[config.mk]
export PLATFORM = sky130hd
export DESIGN_NAME = fault_status_reg
export DESIGN_NICKNAME = d
export VERILOG_FILES = /design/src/rtl/fsr_pkg.sv /design/src/rtl/fsr_ecc_gate.sv /design/src/rtl/fsr_sticky_bank.sv /design/src/rtl/fsr_trap_gen.sv /design/src/rtl/fault_status_reg.sv
export SDC_FILE = /design/constraint.sdc
export NUM_CORES = 1
export LEC_CHECK = 0
export BUFFER_PORTS_ARGS = -buffer_cell sky130_fd_sc_hd__buf_4
export CAP_MARGIN = 20
export CORE_ASPECT_RATIO = 0.8
export CORE_MARGIN = 4
export CORE_UTILIZATION = 30
export DETAILED_ROUTE_END_ITERATION = 8
export PLACE_DENSITY = 0.71
export SLEW_MARGIN = 0
export SYNTH_ARGS = -nofsm -noshare
export SYNTH_HDL_FRONTEND = slang
export SYNTH_HIERARCHICAL = 1
export SYNTH_SLANG_ARGS = --single-unit
[constraint.sdc]
create_clock -name clk -period 2.2 [get_ports clk]
set_input_delay 0.22 -clock clk [delete_from_list [all_inputs] [get_ports clk]]
set_output_delay 0.22 -clock clk [all_outputs]
set_load 0.02 [all_outputs]
[src/rtl/fsr_pkg.sv]
package fsr_pkg;

    typedef enum logic [1:0] {
        CLS_HC = 2'd0,
        CLS_SC = 2'd1,
        CLS_UC = 2'd2
    } err_class_e;

    localparam int FSR_EVT_DEF = 19;

    function automatic logic [2*FSR_EVT_DEF-1:0] default_class_map();
        logic [2*FSR_EVT_DEF-1:0] m;
        m = '0;
        for (int i = 0; i < FSR_EVT_DEF; i++) begin
            case (i)
                0, 3, 5, 7, 13, 15: m[2*i +: 2] = CLS_HC;
                9:                  m[2*i +: 2] = CLS_SC;
                default:            m[2*i +: 2] = CLS_UC;
            endcase
        end
        return m;
    endfunction

endpackage

[src/rtl/fsr_ecc_gate.sv]
module fsr_ecc_gate #(
    parameter int                N_EVT    = 19,
    parameter logic [N_EVT-1:0]  ECC_MASK = '0
) (
    input  logic             clk,
    input  logic             rst_n,
    input  logic [N_EVT-1:0] evt_i,
    input  logic             beat_valid_i,
    input  logic             beat_first_i,
    output logic [N_EVT-1:0] evt_ok_o
);

    typedef struct packed {
        logic seen;
    } gate_state_t;

    gate_state_t st_d, st_q;
    logic        block_ecc;
    logic        ecc_now;

    always_comb begin
        st_d      = st_q;
        // later subunits of a transfer that already logged an ECC error
        block_ecc = beat_valid_i && !beat_first_i && st_q.seen;
        evt_ok_o  = block_ecc ? (evt_i & ~ECC_MASK) : evt_i;
        ecc_now   = |(evt_ok_o & ECC_MASK);
        if (beat_valid_i) begin
            if (beat_first_i) begin
                st_d.seen = ecc_now;
            end else begin
                st_d.seen = st_q.seen | ecc_now;
            end
        end
    end

    always_ff @(posedge clk or negedge rst_n) begin
        if (!rst_n) begin
            st_q <= '0;
        end else begin
            st_q <= st_d;
        end
    end

endmodule

[src/rtl/fsr_sticky_bank.sv]
module fsr_sticky_bank
    import fsr_pkg::*;
#(
    parameter int                  N_EVT     = 19,
    parameter logic [2*N_EVT-1:0]  CLASS_MAP = '0
) (
    input  logic [N_EVT-1:0] evt_ok_i,
    input  logic [N_EVT-1:0] sticky_q_i,
    input  logic [N_EVT-1:0] clr_i,
    output logic [N_EVT-1:0] sticky_d_o,
    output logic             repeat_o
);

    logic [N_EVT-1:0] rep_vec;

    for (genvar i = 0; i < N_EVT; i++) begin : g_bit
        localparam logic [1:0] CLS     = CLASS_MAP[2*i +: 2];
        localparam bit         COUNTS  = (CLS != CLS_HC);
        always_comb begin
            // a new detection overrides a same-cycle clear
            sticky_d_o[i] = (sticky_q_i[i] & ~clr_i[i]) | evt_ok_i[i];
            rep_vec[i]    = COUNTS && evt_ok_i[i] && sticky_q_i[i];
        end
    end

    assign repeat_o = |rep_vec;

endmodule

[src/rtl/fsr_trap_gen.sv]
module fsr_trap_gen #(
    parameter int                  N_EVT        = 19,
    parameter logic [2*N_EVT-1:0]  CLASS_MAP    = '0,
    parameter logic [2:0]          TRAP_CLASSES = 3'b011
) (
    input  logic [N_EVT-1:0] sticky_q_i,
    input  logic             irq_en_i,
    output logic             trap_o
);

    logic [N_EVT-1:0] trap_mask;

    for (genvar i = 0; i < N_EVT; i++) begin : g_mask
        localparam logic [1:0] CLS = CLASS_MAP[2*i +: 2];
        assign trap_mask[i] = (CLS < 2'd3) ? TRAP_CLASSES[CLS] : 1'b0;
    end

    assign trap_o = irq_en_i && |(sticky_q_i & trap_mask);

endmodule

[src/rtl/fault_status_reg.sv]
module fault_status_reg
    import fsr_pkg::*;
#(
    parameter int                  N_EVT        = 19,
    parameter int                  REG_W        = 64,
    parameter int                  EVT_LSB      = 33,
    parameter int                  PRIV_BIT     = 52,
    parameter int                  ME_BIT       = 53,
    parameter int                  SWF_BIT      = 63,
    parameter logic [2*N_EVT-1:0]  CLASS_MAP    = default_class_map(),
    parameter logic [N_EVT-1:0]    ECC_MASK     = 19'h03003,
    parameter logic [2:0]          TRAP_CLASSES = 3'b011
) (
    input  logic              clk,
    input  logic              rst_n,
    input  logic [N_EVT-1:0]  evt_i,
    input  logic              priv_i,
    input  logic              beat_valid_i,
    input  logic              beat_first_i,
    input  logic              wr_en_i,
    input  logic [REG_W-1:0]  wr_data_i,
    input  logic              rd_en_i,
    output logic [REG_W-1:0]  rd_data_o,
    output logic [REG_W-1:0]  status_o,
    input  logic              irq_en_i,
    output logic              trap_o
);

    typedef struct packed {
        logic             swf;
        logic             me;
        logic             priv;
        logic [N_EVT-1:0] sticky;
        logic [REG_W-1:0] rd;
    } fsr_state_t;

    fsr_state_t       st_d, st_q;
    logic [N_EVT-1:0] evt_ok;
    logic [N_EVT-1:0] sticky_next;
    logic [N_EVT-1:0] clr_evt;
    logic [REG_W-1:0] clr_all;
    logic             repeat_hit;
    logic             unused_wdata;

    assign unused_wdata = ^wr_data_i;
    assign clr_all      = wr_en_i ? wr_data_i : '0;
    assign clr_evt      = clr_all[EVT_LSB +: N_EVT];

    fsr_ecc_gate #(
        .N_EVT    (N_EVT),
        .ECC_MASK (ECC_MASK)
    ) u_gate (
        .clk          (clk),
        .rst_n        (rst_n),
        .evt_i        (evt_i),
        .beat_valid_i (beat_valid_i),
        .beat_first_i (beat_first_i),
        .evt_ok_o     (evt_ok)
    );

    fsr_sticky_bank #(
        .N_EVT     (N_EVT),
        .CLASS_MAP (CLASS_MAP)
    ) u_bank (
        .evt_ok_i   (evt_ok),
        .sticky_q_i (st_q.sticky),
        .clr_i      (clr_evt),
        .sticky_d_o (sticky_next),
        .repeat_o   (repeat_hit)
    );

    fsr_trap_gen #(
        .N_EVT        (N_EVT),
        .CLASS_MAP    (CLASS_MAP),
        .TRAP_CLASSES (TRAP_CLASSES)
    ) u_trap (
        .sticky_q_i (st_q.sticky),
        .irq_en_i   (irq_en_i),
        .trap_o     (trap_o)
    );

    // assemble the visible word from the stored fields
    always_comb begin
        status_o                      = '0;
        status_o[SWF_BIT]             = st_q.swf;
        status_o[ME_BIT]              = st_q.me;
        status_o[PRIV_BIT]            = st_q.priv;
        status_o[EVT_LSB +: N_EVT]    = st_q.sticky;
    end

    always_comb begin
        st_d        = st_q;
        st_d.sticky = sticky_next;
        st_d.me     = (st_q.me & ~clr_all[ME_BIT]) | repeat_hit;
        if (|evt_ok) begin
            st_d.priv = priv_i;
        end else begin
            st_d.priv = st_q.priv & ~clr_all[PRIV_BIT];
        end
        if (wr_en_i) begin
            st_d.swf = wr_data_i[SWF_BIT];
        end
        if (rd_en_i) begin
            st_d.rd = status_o;
        end
    end

    always_ff @(posedge clk or negedge rst_n) begin
        if (!rst_n) begin
            st_q <= '0;
        end else begin
            st_q <= st_d;
        end
    end

    assign rd_data_o = st_q.rd;

endmodule

==> flow_metrics.env, run 1 <==
export IMPL_slew_viol_final=0
export IMPL_clock_path_buffers=2
export IMPL_holdCritPathClass="input pin to flip-flop"
export IMPL_path_clk_slew_ns=0.06
export IMPL_p_int_mw=1.60
export IMPL_drc=0
export IMPL_coreArea_um2=8630
export IMPL_ctsHoldBuffers=1
export IMPL_final_layout_size_suffix_gt1_share_pct=37.9
export IMPL_power_leakage_nw=1.56
export IMPL_hold_viol=0
export IMPL_totalWireLength_um=6190
export IMPL_hpwl_um=4990
export IMPL_synth_top_area_share_pct=41.7
export IMPL_cts_htree_levels=2
export IMPL_first_pass_iters=4
export IMPL_setup_tns_ns=0
export IMPL_drt_iter0_drc=33
export IMPL_synth_top_cell_by_area="dfrtp_1"
export IMPL_synthFlopType="dfrtp_1"
export IMPL_area_delta_synth_final_pct=20.6
export IMPL_root_buffer="clkbuf_16"
export IMPL_grt_pass1_vias=1780
export IMPL_synth_edf_count=0
export IMPL_synth_yosys_warnings=6
export IMPL_numCtsBuffers=5
export IMPL_cp_start_kind="flip-flop"
export IMPL_vias=1768
export IMPL_routed_wl_met2_um=3160
export IMPL_synth_area_top_cells="dfrtp_1, buf_4, mux2_2"
export IMPL_power_frac_comb_pct=24.4
export IMPL_switching_power_mw=0.695
export IMPL_finalClockSkew_ns=0.00430
export IMPL_setup_viol=0
export IMPL_syn_area_um2=2700
export IMPL_post_route_min_period_ns=1.95
export IMPL_clk_latency_ns=0.28
export IMPL_critPathKind="flip-flop to flip-flop"
export IMPL_period_share_pct=88.5
export IMPL_syn_area_per_cell_um2=10.5
export IMPL_grtUsageTotal_pct=11.1
export IMPL_netlist_instances=258
export IMPL_synth_distinct_cells=26
export IMPL_postCtsSetupRepairBufs=0
export IMPL_cts_tree="yes"
export IMPL_ys_async_sr_fraction_pct=100
export IMPL_worstMarginPinSlew_ns=0.589
export IMPL_top_level_ports=220
export IMPL_wl_met1_um=2510
export IMPL_dr_wl_met3_um=502
export IMPL_dieArea_um2=10600
export IMPL_nNetsFinal=430
export IMPL_pwr_share_seq_pct=41.6
export IMPL_power_density_nw_per_um2=706
export IMPL_mostFrequentLayoutCell="buf_4"
export IMPL_port_buffers=93
export IMPL_diodes=0
export IMPL_highest_layer="met4"
export IMPL_rows=30
export IMPL_die_h_um=92.8
export IMPL_max_vdd_ir_drop_mv=0.323
export IMPL_layout_common_cells="buf_4, conb_1, dfrtp_1, mux2_2, and2_1"
export IMPL_antenna_found_initial=0
export IMPL_grt_max_degree=46
export IMPL_clock_power_share_pct=34.0
export IMPL_postCtsResizedCells=0
export IMPL_utilization_pct=37.7
export IMPL_ys_seq_elements=45
export IMPL_final_antenna_net_count=0
export IMPL_avgViaCountPerCell=3.91
export IMPL_endpoint_kind="flip-flop"
export IMPL_die_w_um=114
export IMPL_whs_path_depth=2
export IMPL_routabilityCongestion=0.692
export IMPL_initial_core_util_pct=31.2
export IMPL_status="completed"
export IMPL_cp_max_fo=4
export IMPL_fmax_mhz=514
export IMPL_cts_sinks=45
export IMPL_cap_violations=0
export IMPL_grt_overflow=0
export IMPL_cp_data_required_time_ns=2.36
export IMPL_routedWlPerCell_um=13.7
export IMPL_sw_frac_of_total_pct=30.3
export IMPL_grt_pass1_wl_um=9380
export IMPL_reg2reg_depth=6
export IMPL_rsz0062_at_grt="false"
export IMPL_yosysSeqAreaShare_pct=41.7
export IMPL_cp_arrival_ns=2.11
export IMPL_slew_headroom_pct=60.7
[sequential cells by signal, summed over array words and instances (netlist names)]
name / cells
status_o: 22
u_gate/st_q: 1
rd_data_o: 22
[worst paths after layout]
check | start | to | slack [ns]
max | u_gate/st_q | status_o[52] | 0.25
min | evt_i[3] | status_o[36] | 0.13
max reg2reg | u_gate/st_q | status_o[52] | 0.25
min reg2reg | rd_data_o[37] | rd_data_o[37] | 0.51
max in group asynchronous | rst_n | status_o[52] | 1.31
min in group asynchronous | rst_n | rd_data_o[49] | 0.47
[cells in the mapped netlist (2+ instances only)]
master	count
clkbuf_1	2
buf_4	99
nor4_2	2
nor4_1	4
and2_1	22
buf_2	2
a21o_1	19
nand2_1	2
mux2_2	24
a22o_1	2
dfrtp_1	45
inv_1	19
a22oi_1	3
[stage by stage]
stage	cells	instance area, um2	hold WS, ns	setup WS (ns)	power (mW)
floorplan	341	3010	-0.0756	0.610	1.42
global placement	443	3090	0.265	0.163	1.52
detailed placement	443	3090	0.273	0.137	1.53
CTS	452	3250	0.120	0.193	2.33
global route	452	3250	0.120	0.131	2.41
finish	452	3250	0.126	0.253	2.30
[worst max-delay path, cell delays in order, from the launching register on]
cell and delay, ns:
dfrtp_1 0.36, nand3b_1 0.12, and2_2 0.24, nor4_1 0.34
nand4_1 0.18, nor4_2 0.22, mux2_2 0.37
[layer usage]
layer,track usage (%),up-vias
li1,-,825
met1,14.2,862
met2,18.8,79
met3,3.59,2
met4,1.78,0
met5,0,-
[power by group through the flow]
stage                     combinational (mW)  sequential (mW)  clock [mW]
after floorplan                        0.376             1.05           0
after global placement                 0.555            0.967           0
after detailed placement               0.562            0.972           0
after CTS                              0.563            0.957       0.807
after global routing                   0.604            0.968       0.841
final                                  0.560            0.955       0.781
[area by class of cell]
| cell class | count | area, um2 |
|---|---|---|
| Fill cell | 882 | 5380 |
| Sequential cell | 45 | 1130 |
| Multi-Input combinational cell | 174 | 1050 |
| Timing Repair Buffer | 94 | 708 |
| Clock buffer | 7 | 153 |
| Tap cell | 112 | 140 |
| Inverter | 19 | 71.3 |
| Clock inverter | 1 | 5.00 |
[kinds of logic after synthesis]
| family | synth area share (%) |
|---|---|
| mux | 10.0 |
| other cells | 0.139 |
| flops | 41.7 |
| simple gates | 8.91 |
| buf+inv | 30.8 |
| compound gates | 8.35 |
No activity file was read; power rests on OpenSTA's default activity.
==> run 2: changes to the inputs <==
--- a/config.mk
+++ b/config.mk
@@ -11,9 +11,8 @@
 export CORE_MARGIN = 4
 export CORE_UTILIZATION = 30
 export DETAILED_ROUTE_END_ITERATION = 8
-export PLACE_DENSITY = 0.71
+export PLACE_DENSITY = 0.73
 export SLEW_MARGIN = 0
 export SYNTH_ARGS = -nofsm -noshare
 export SYNTH_HDL_FRONTEND = slang
-export SYNTH_HIERARCHICAL = 1
 export SYNTH_SLANG_ARGS = --single-unit
==> run 2 against run 1 <==
Effect of this change:
- synthesized area fell by 9.7%
- via count fell by 4.2%
- critical path depth fell by 3
- highest routed layer unchanged
- clock skew rose by 0.0029 ns
- core utilization rose by 0.55 points
- worst hold slack got worse by 0.014 ns
- setup slack improved by 0.44 ns
- sequential share of layout area rose by 2.6 points
- fmax rose by 29%
- non-clock buffer count did not move
- largest cell class unchanged
- register-to-register slack improved by 0.65 ns
- sequential power barely moved
- largest power group unchanged
==> flow_metrics.env, run 2 <==
export IMPL_status="completed"
export IMPL_grt_pass1_wl_um=8340
export IMPL_yosysSeqAreaShare_pct=46.2
export IMPL_top_level_ports=220
export IMPL_vias=1694
export IMPL_fin_ws_ns=0.691
export IMPL_fmax_mhz=663
export IMPL_dieArea_um2=9640
export IMPL_first_pass_iters=4
export IMPL_synth_top_cell_by_area="dfrtp_1"
export IMPL_mostFrequentLayoutCell="buf_4"
export IMPL_cp_data_required_time_ns=1.98
export IMPL_die_w_um=109
export IMPL_synth_most_common_cell="buf_4"
export IMPL_worstMarginPinSlew_ns=0.587
export IMPL_antenna_found_initial=0
export IMPL_numCtsBuffers=5
export IMPL_area_delta_synth_final_pct=24.2
export IMPL_routabilityCongestion=0.688
export IMPL_endpoint_kind="output port"
export IMPL_cp_max_fo=4
export IMPL_postCtsResizedCells=0
export IMPL_holdPathEnd="status_o[40]"
export IMPL_power_leakage_nw=1.45
export IMPL_ys_async_sr_fraction_pct=100
export IMPL_reg2reg_depth=4
export IMPL_synth_area_top_cells="dfrtp_1, buf_4, mux2_2"
export IMPL_hold_viol=0
export IMPL_hpwl_um=4620
export IMPL_avgViaCountPerCell=3.98
export IMPL_synth_distinct_cells=21
export IMPL_syn_area_per_cell_um2=11.0
export IMPL_max_vdd_ir_drop_mv=0.302
export IMPL_coreArea_um2=7910
export IMPL_die_h_um=88.6
export IMPL_cp_arrival_ns=1.29
export IMPL_layout_common_cells="buf_4, conb_1, dfrtp_1, mux2_2, nand2_1"
export IMPL_synth_top_area_share_pct=46.2
export IMPL_slew_viol_final=0
export IMPL_rows=29
export IMPL_pre_cts_ws_ns=0.656
export IMPL_drc=0
export IMPL_cts_tree="yes"
export IMPL_rsz0062_at_grt="false"
export IMPL_clock_path_buffers=2
export IMPL_cp_start_kind="flip-flop"
export IMPL_crit_family="flip-flops"
export IMPL_final_antenna_net_count=0
export IMPL_nNetsFinal=408
export IMPL_holdCritPathClass="input pin to flip-flop"
export IMPL_yosys_top_cells_count="buf_4, dfrtp_1, mux2_2"
export IMPL_syn_area_um2=2440
export IMPL_setup_tns_ns=0
export IMPL_routedWlPerCell_um=13.8
export IMPL_path_clk_slew_ns=0.09
export IMPL_crit_buf_inv=1
export IMPL_slew_headroom_pct=60.9
export IMPL_grt_pass1_vias=1605
export IMPL_period_share_pct=68.6
export IMPL_cts_sinks=45
export IMPL_power_density_nw_per_um2=661
export IMPL_whs_path_depth=2
export IMPL_ys_seq_elements=45
export IMPL_regToRegSetupSlack_ns=0.90
export IMPL_port_buffers=93
export IMPL_setup_viol=0
export IMPL_synth_yosys_warnings=0
export IMPL_place_area_um2=2930
export IMPL_drt_iter0_drc=48
export IMPL_utilization_pct=38.2
export IMPL_synth_edf_count=0
export IMPL_design_area_um2=3030
export IMPL_clk_latency_ns=0.29
export IMPL_worstPathCellList="nor4_1 -> a21boi_0 -> buf_4"
export IMPL_critPathKind="flip-flop to output port"
export IMPL_reg2reg_from="status_o[37]"
export IMPL_crit_slowest_cell="dfrtp_1"
export IMPL_r2r_end="status_o[53]"
export IMPL_min_from="evt_i[7]"
export IMPL_grtUsageTotal_pct=11.4
export IMPL_diodes=0
export IMPL_totalWireLength_um=5870
export IMPL_root_buffer="clkbuf_8"
export IMPL_grt_overflow=0
export IMPL_grt_max_degree=46
export IMPL_synthFlopType="dfrtp_1"
export IMPL_cts_htree_levels=2
export IMPL_final_layout_size_suffix_gt1_share_pct=39.3
export IMPL_post_route_min_period_ns=1.51
export IMPL_netlist_instances=221
export IMPL_initial_core_util_pct=30.8
export IMPL_finalClockSkew_ns=0.00718
export IMPL_cap_violations=0
export IMPL_cpPeakStageDelay_ns=0.42
==> run 2: per-stage QoR <==
step | hold slack, ns | power, mW | instances
floorplan | -0.0756 | 1.39 | 304
detailed placement | 0.268 | 1.52 | 417
global placement | 0.267 | 1.51 | 417
CTS | 0.100 | 2.03 | 426
finish | 0.112 | 2.00 | 426
global route | 0.0995 | 2.12 | 426
==> run 2: cells by family after synthesis <==
kind of cell           synth area share [%]
flip-flops                             46.2
multiplexers                           11.1
AO/OA/AOI/OAI                          9.60
other                                 0.154
buffers and inverters                  26.6
AND/OR/NAND/NOR                        6.32
==> run 2: layout make-up <==
| type | instances | area, um2 |
|---|---|---|
| Clock buffer | 6 | 72.6 |
| Clock inverter | 2 | 10.0 |
| Fill cell | 823 | 4880 |
| Multi-Input combinational cell | 171 | 973 |
| Sequential cell | 45 | 1130 |
| Tap cell | 108 | 135 |
| Timing Repair Buffer | 94 | 708 |
==> run 2: how the worst max path moves through the flow <==
| stage | start | endpoint | slack, ns | cells after the start |
|---|---|---|---|---|
| after floorplan | evt_i[12] | status_o[52] | 0.88 | 3 |
| after global placement | evt_i[4] | status_o[52] | 0.67 | 5 |
| after detailed placement | evt_i[4] | status_o[52] | 0.66 | 5 |
| after CTS | status_o[33] | trap_o | 0.65 | 3 |
| after global routing | status_o[33] | trap_o | 0.51 | 3 |
| final | status_o[33] | trap_o | 0.69 | 3 |
==> run 2: worst register-to-register path, delay by kind of cell (launching register included) <==
family	cells	cell delay, ns
AOI/OAI and AO/OA	2	0.52
DFF	1	0.43
and+or+nand+nor	2	0.23
==> run 2: timing repair <==
item                                   CTS  global route
hold buffers                             1             0
endpoints found under the hold margin   45             0
buffers inserted                         0             0
==> run 2: routing by layer <==
metal / part of all wire (%) / track usage, % / vias up
met5: 0 / 0 / -
met4: 0.31 / 2.41 / 0
met3: 8.7 / 3.57 / 2
met2: 51 / 19.2 / 80
met1: 40 / 14.4 / 845
li1: - / - / 767
==> run 2: where the power goes <==
group          leakage [nW]  internal [mW]  switching [mW]  total, mW
combinational         0.947          0.212           0.338      0.550
clock                0.0450          0.221           0.277      0.498
sequential            0.459          0.898          0.0538      0.952
total                  1.45           1.33           0.669       2.00
